`config.mk`:
```
export PLATFORM = sky130hd
export DESIGN_NAME = cmp_out_pair
export DESIGN_NICKNAME = d
export VERILOG_FILES = /design/src/rtl/cmp_pkg.sv /design/src/rtl/cmp_store.sv /design/src/rtl/cmp_stop.sv /design/src/rtl/cmp_drive.sv /design/src/rtl/cmp_out_pair.sv
export SDC_FILE = /design/constraint.sdc
export NUM_CORES = 1
export LEC_CHECK = 0
export CAP_MARGIN = 20
export CORE_ASPECT_RATIO = 2
export CORE_MARGIN = 2
export CORE_UTILIZATION = 49
export DETAILED_ROUTE_END_ITERATION = 8
export GPL_ROUTABILITY_DRIVEN = 0
export PLACE_DENSITY = 0.81
export RECOVER_POWER = 100
export SLEW_MARGIN = 20
export SYNTH_ARGS = -nofsm -noshare
export SYNTH_HDL_FRONTEND = slang
export SYNTH_SLANG_ARGS = --single-unit
```
`constraint.sdc`:
```
create_clock -name clk -period 2.6 [get_ports clk]
set_input_delay 0.39 -clock clk [delete_from_list [all_inputs] [get_ports clk]]
set_output_delay 0.39 -clock clk [all_outputs]
set_load 0.02 [all_outputs]
```
`src/rtl/cmp_pkg.sv`:
```
// Shared types for the dual output-compare block.
// Assumes: two channels, channel 1 is the one that can pair with channel 0.
package cmp_pkg;
    localparam int NUM_CH = 2;

    // Pin-enable field code that arms the external stop
    localparam logic [1:0] PIN_EN_STOPPABLE = 2'b11;

    typedef struct packed {
        logic       run;
        logic       buf_en;
        logic       xfer_top;
        logic       lvl_mode;
        logic       full_duty;
        logic       inv;
        logic       init_lvl;
        logic [1:0] pin_en;
    } ch_cfg_t;
endpackage

```
`src/rtl/cmp_store.sv`:
```
// Compare value store: optional holding register in front of the live
// compare register.
// Assumes: only one of direct write and transfer can act in a cycle
// (selected by buf_en).
module cmp_store #(
    parameter int W = 16
) (
    input  logic         clk,
    input  logic         rst_n,
    input  logic         wr,
    input  logic [W-1:0] wdata,
    input  logic         buf_en,
    input  logic         xfer_top,
    input  logic         tmr_zero,
    input  logic         tmr_top,
    output logic [W-1:0] creg
);
    logic [W-1:0] hold_q;
    logic         xfer_now;

    // Pick the transfer event requested for this channel
    always_comb xfer_now = buf_en && (xfer_top ? tmr_top : tmr_zero);

    // Holding register and live compare register update
    always_ff @(posedge clk) begin
        if (!rst_n) begin
            hold_q <= '0;
            creg   <= '0;
        end else begin
            if (wr && buf_en)  hold_q <= wdata;
            if (wr && !buf_en) creg   <= wdata;
            else if (xfer_now) creg   <= hold_q;
        end
    end
endmodule

```
`src/rtl/cmp_stop.sv`:
```
// Stop latch: halts a channel when its pin field arms the external stop.
// Assumes: a halt is released only by taking the channel out of run.
module cmp_stop (
    input  logic       clk,
    input  logic       rst_n,
    input  logic       run,
    input  logic [1:0] pin_en,
    input  logic       ext_stop,
    output logic       stop_now,
    output logic       halt,
    output logic       drv
);
    import cmp_pkg::*;

    // Stop request seen in this cycle
    always_comb stop_now = (pin_en == PIN_EN_STOPPABLE) && ext_stop;

    // Pin drive is valid for any non-zero pin field
    always_comb drv = (pin_en != 2'b00);

    // Sticky halt, cleared when the channel leaves run
    always_ff @(posedge clk) begin
        if (!rst_n)    halt <= 1'b0;
        else if (!run) halt <= 1'b0;
        else           halt <= halt | stop_now;
    end
endmodule

```
`src/rtl/cmp_drive.sv`:
```
// Output level engine for one channel: toggle or direction-level on a
// match, full-duty-range handling at zero and at or above the top.
// Assumes: ev already contains every match that may move this output;
// hit_own is the channel's own match, used for period tracking.
module cmp_drive #(
    parameter int W = 16
) (
    input  logic         clk,
    input  logic         rst_n,
    input  logic         run,
    input  logic         active,
    input  logic         lvl_mode,
    input  logic         force_toggle,
    input  logic         fd_on,
    input  logic         inv,
    input  logic         init_lvl,
    input  logic [W-1:0] creg,
    input  logic [W-1:0] top_val,
    input  logic         tmr_dn,
    input  logic         tmr_top,
    input  logic         ev,
    input  logic         hit_own,
    output logic         out
);
    logic seen_q;
    logic fd_zero;
    logic fd_high;
    logic seen_any;

    // Classify the compare value for full-duty handling
    always_comb begin
        fd_zero  = fd_on && (creg == '0);
        fd_high  = fd_on && !fd_zero && (creg >= top_val);
        seen_any = seen_q | hit_own;
    end

    // Output level and per-period match memory
    always_ff @(posedge clk) begin
        if (!rst_n) begin
            out    <= 1'b0;
            seen_q <= 1'b0;
        end else if (!run) begin
            out    <= init_lvl;
            seen_q <= 1'b0;
        end else if (active) begin
            seen_q <= tmr_top ? 1'b0 : seen_any;
            if (fd_zero) begin
                out <= inv;
            end else if (fd_high) begin
                if (tmr_top && !seen_any) out <= ~inv;
            end else if (ev) begin
                out <= (lvl_mode && !force_toggle) ? ~tmr_dn : ~out;
            end
        end
    end
endmodule

```
`src/rtl/cmp_out_pair.sv`:
```
// Two-channel output compare driven by an external timer.
// Assumes: tmr_zero and tmr_top are single-cycle pulses aligned with
// tmr_cnt; tmr_top_val is the timer's current top value.
module cmp_out_pair #(
    parameter int W = 16
) (
    input  logic         clk,
    input  logic         rst_n,
    input  logic [W-1:0] tmr_cnt,
    input  logic [W-1:0] tmr_top_val,
    input  logic         tmr_dn,
    input  logic         tmr_zero,
    input  logic         tmr_top,
    input  logic [1:0]   buf_wr,
    input  logic [W-1:0] buf_wdata,
    input  logic [1:0]   ch_run,
    input  logic [1:0]   buf_en,
    input  logic [1:0]   xfer_top,
    input  logic [1:0]   lvl_mode,
    input  logic [1:0]   full_duty,
    input  logic [1:0]   inv_lvl,
    input  logic [1:0]   init_lvl,
    input  logic [1:0]   irq_en,
    input  logic [1:0]   flag_clr,
    input  logic [1:0]   pin_en0,
    input  logic [1:0]   pin_en1,
    input  logic         pair_pwm,
    input  logic         ext_stop,
    output logic [W-1:0] cmp_val0,
    output logic [W-1:0] cmp_val1,
    output logic [1:0]   pin_out,
    output logic [1:0]   pin_drv,
    output logic [1:0]   match_flag,
    output logic [1:0]   irq
);
    import cmp_pkg::*;

    ch_cfg_t          cfg    [NUM_CH];
    logic [W-1:0]     creg   [NUM_CH];
    logic [NUM_CH-1:0] halt_q;
    logic [NUM_CH-1:0] stop_now;
    logic [NUM_CH-1:0] active;
    logic [NUM_CH-1:0] hit;
    logic [NUM_CH-1:0] ev;
    logic              pair_hit;

    // Gather per-channel controls into one record each
    always_comb begin
        for (int c = 0; c < NUM_CH; c++) begin
            cfg[c].run       = ch_run[c];
            cfg[c].buf_en    = buf_en[c];
            cfg[c].xfer_top  = xfer_top[c];
            cfg[c].lvl_mode  = lvl_mode[c];
            cfg[c].full_duty = full_duty[c];
            cfg[c].inv       = inv_lvl[c];
            cfg[c].init_lvl  = init_lvl[c];
        end
        cfg[0].pin_en = pin_en0;
        cfg[1].pin_en = pin_en1;
    end

    // Match detection and channel-1 pairing with channel 0's value
    always_comb begin
        for (int c = 0; c < NUM_CH; c++) begin
            active[c] = cfg[c].run && !halt_q[c] && !stop_now[c];
            hit[c]    = active[c] && (tmr_cnt == creg[c]);
        end
        pair_hit = pair_pwm && active[1] && (tmr_cnt == creg[0]);
        ev[0]    = hit[0];
        ev[1]    = hit[1] | pair_hit;
    end

    for (genvar g = 0; g < NUM_CH; g++) begin : g_ch
        cmp_store #(.W(W)) u_store (
            .clk      (clk),
            .rst_n    (rst_n),
            .wr       (buf_wr[g]),
            .wdata    (buf_wdata),
            .buf_en   (cfg[g].buf_en),
            .xfer_top (cfg[g].xfer_top),
            .tmr_zero (tmr_zero),
            .tmr_top  (tmr_top),
            .creg     (creg[g])
        );

        cmp_stop u_stop (
            .clk      (clk),
            .rst_n    (rst_n),
            .run      (cfg[g].run),
            .pin_en   (cfg[g].pin_en),
            .ext_stop (ext_stop),
            .stop_now (stop_now[g]),
            .halt     (halt_q[g]),
            .drv      (pin_drv[g])
        );

        cmp_drive #(.W(W)) u_drive (
            .clk          (clk),
            .rst_n        (rst_n),
            .run          (cfg[g].run),
            .active       (active[g]),
            .lvl_mode     (cfg[g].lvl_mode),
            .force_toggle ((g == 1) && pair_pwm),
            .fd_on        (cfg[g].full_duty && !pair_pwm),
            .inv          (cfg[g].inv),
            .init_lvl     (cfg[g].init_lvl),
            .creg         (creg[g]),
            .top_val      (tmr_top_val),
            .tmr_dn       (tmr_dn),
            .tmr_top      (tmr_top),
            .ev           (ev[g]),
            .hit_own      (hit[g]),
            .out          (pin_out[g])
        );

        // Match flag: set on own match, cleared by strobe, set wins
        always_ff @(posedge clk) begin
            if (!rst_n)           match_flag[g] <= 1'b0;
            else if (hit[g])      match_flag[g] <= 1'b1;
            else if (flag_clr[g]) match_flag[g] <= 1'b0;
        end

        // Interrupt request gated by its enable
        always_comb irq[g] = match_flag[g] & irq_en[g];
    end

    assign cmp_val0 = creg[0];
    assign cmp_val1 = creg[1];
endmodule

```
==> run metrics <==
outcome=complete, no violations; Slew Limit Fails=0; Cell Area, Synth=4420 sq um; final WL=15000 um; H-tree levels=3; die area=9850 sq um; Nets=779; pwr dens=551 nW/um^2; leakage power=0.00312 uW; vias=approximately 4400; RSZ-0062 raised after global routing=yes; relative slew slack=0.206; vias in the first global route=4634; Initial Util=0.497; Yosys warning total=0; DRT antenna net count=0; min cycle time layout=2.52 ns; startpoint types=input pin; Sink Count=72; critical path cell sequence=clkdlybuf4s50_1, inv_2, ha_4, nand4_1, or4b_4, a31oi_4, mux2_4, a21bo_2, a31oi_1; Synth async-reset ratio=0; combinational share of power=0.261; slowest CP cell=or4b_4; Seq pwr share=0.347; DRC=0; Num CTS Buffers=9; Hold Fails Final Rpt=0; die width=71.2 um; CP Max Fanout=2; first-pass GRT wire length=23000 um; share of the synthesized area in the top cell type=0.326; DRT iter0 DRCs=about 270; Clk pwr share=0.392; final clock skew=0.00390 ns; met1 usage=0.285; # hold bufs at CTS=0; Most used DFF post-synth=dfxtp_1; switching part of the total=0.282; Worst-Skew Late Latency=0.33 ns; pin count of the biggest net entering global routing=33; clock buffer depth=2; Post-Synthesis Cells=approximately 510; dpl hpwl=11400 um; final setup violation count=0; ant diodes=0; initial antenna violation count=0; I/O Buffers=118; Overflow after GRT=0; Yosys reg bits=72; fill count=approximately 630; die height=138 um; P_sw=1010 uW; met2 usage=0.554; WP data required=2.86 ns; Reg clk slew, reported paths=0.06 ns; register area share after synthesis=0.326; Avg WL per Cell=19.4 um; CTS tree=built; Max-cap violations=0; Rows=49; GRT met3 Usage=0.0474; Pint=2570 uW; Total GRT Usage=0.303; DR pass1 iterations=6; Core Region=8890 sq um; busiest grt layer=met2; worst-margin pin slew=about 1.2 ns; Max VDD drop=0.486 mV; Layout Utilization=0.730; Mapped Nets=623; synth unique cells=46; CP arrival=2.78 ns; hold slack final=0.460 ns; CP peak stage delay=between 0.5 and 0.6 ns; CP Capture Type=register; clk root buf=clkbuf_16; worst hold path class=register to register; layout cell share with drive strength beyond 1=0.158; Avg Cell Area, Syn=8.64 sq um; # IOs=approximately 120; number of synthesized flops with an enable pin=0; routed vias/inst=around 5.7; Area contributors post-synth=dfxtp_1 (33%), nand2_1 (9.7%), ha_1 (9.1%); Tcrit/Tclk final=0.968; Crit Path Class=input pin to register; Area Growth Syn to Fin=46.7%; area leader, netlist=dfxtp_1; fmax=398 MHz
[flip-flops by register name, summed over array words and instances, names as in the netlist]
register	count
g_ch.u_drive.out	2
g_ch.u_drive.seen_q	2
g_ch.u_stop.halt	2
g_ch.u_store.creg	32
g_ch.u_store.hold_q	32
match_flag	2
[cells by family after synthesis]
group,Yosys count,synth area share
xor+xnor,32,0.0634
fa+ha+maj,32,0.0905
mux,39,0.0894
compound gates,106,0.193
flops,72,0.326
buf+inv,50,0.0470
simple gates,181,0.191
[Yosys cell counts (3+ instances only)]
library cell  instances
nand2_1             114
dfxtp_1              72
mux2i_1              38
o211a_1              33
a21boi_0             32
ha_1                 32
xnor2_1              32
inv_1                23
clkbuf_1             21
nand4_1              15
a21oi_1              13
nor2_1               10
nor2b_1               8
nor4_1                8
and2_1                6
o21ai_0               6
buf_4                 5
a31oi_1               4
a211oi_1              3
nand3_1               3
[critical path: cells and delay by family]
family / cells / cell delay [ns]
AO/OA/AOI/OAI: 3 / 0.55
adder cells (fa/ha/maj): 1 / 0.26
buffers and inverters: 2 / 0.58
AND/OR/NAND/NOR: 2 / 0.66
multiplexers: 1 / 0.33
[power groups by stage]
stage	Clock [uW]	Combinational [uW]	Sequential, uW
floorplan	0	386	1310
global placement	0	876	1250
detailed placement	0	900	1260
CTS	1410	929	1230
global route	1450	1000	1240
finish	1400	933	1240
[per-stage QoR]
stage	total power (uW)	TNS, ns	worst slack [ns]	std cells	cell area, sq um
after floorplan	1700	0	0.125	512	4420
after global placement	2130	-0.798	-0.504	759	6020
after detailed placement	2150	-1.08	-0.595	759	6020
after CTS	3580	-0.000973	-0.000973	774	6430
after global routing	3700	0	0.000423	774	6490
final	3570	0	0.0845	774	6490
[cells in the final DEF (no fill, tap or decap), types with 8 or more instances in the layout]
cell type / Yosys / final
a21boi_0: 32 / 32
buf_4: 5 / 51
inv_1: 23 / 13
nor2_1: 10 / 10
inv_2: 0 / 10
xnor2_1: 32 / 32
nor4_1: 8 / 8
dlygate4sd3_1: 0 / 44
o211a_1: 33 / 33
clkdlybuf4s50_1: 0 / 64
mux2i_1: 38 / 38
dfxtp_1: 72 / 69
nand4_1: 15 / 15
clkbuf_16: 0 / 9
a21oi_1: 13 / 11
ha_1: 32 / 25
nand2_1: 114 / 112
[area by class of cell]
type | instances | area, sq um | share of cell area
inverter | 23 | 86.3 | 0.0133
sequential | 72 | 1450 | 0.223
multi-input combinational | 390 | 2910 | 0.449
clock inverter | 5 | 106 | 0.0164
tap | 102 | 128 | 0.0197
clock buffer | 10 | 229 | 0.0353
timing repair buffer | 172 | 1580 | 0.243
[metal layers]
metal	vias to the layer above	share of wire	routed length, um
met5	-	0	0
met4	0	0.072	1090
met3	63	0.050	757
met2	191	0.54	8090
met1	2071	0.34	5100
li1	2114	-	-
[final timing paths]
check / cells after the start / slack, ns / startpoint / endpoint
max: 9 / 0.08 / tmr_top_val[5] / g_ch[0].u_drive.out
min: 2 / 0.46 / g_ch[1].u_store.hold_q[9] / g_ch[1].u_store.hold_q[9]
min reg2reg: 2 / 0.46 / g_ch[1].u_store.hold_q[9] / g_ch[1].u_store.hold_q[9]
max reg2reg: 8 / 0.09 / g_ch[0].u_store.creg[14] / g_ch[0].u_drive.out
[what timing repair did]
action,4_1_cts,5_1_grt
setup endpoints to repair,2,2
resized for setup,20,21
buffers inserted,0,0
pin swaps,10,15
(Power assumes the default switching activity.)
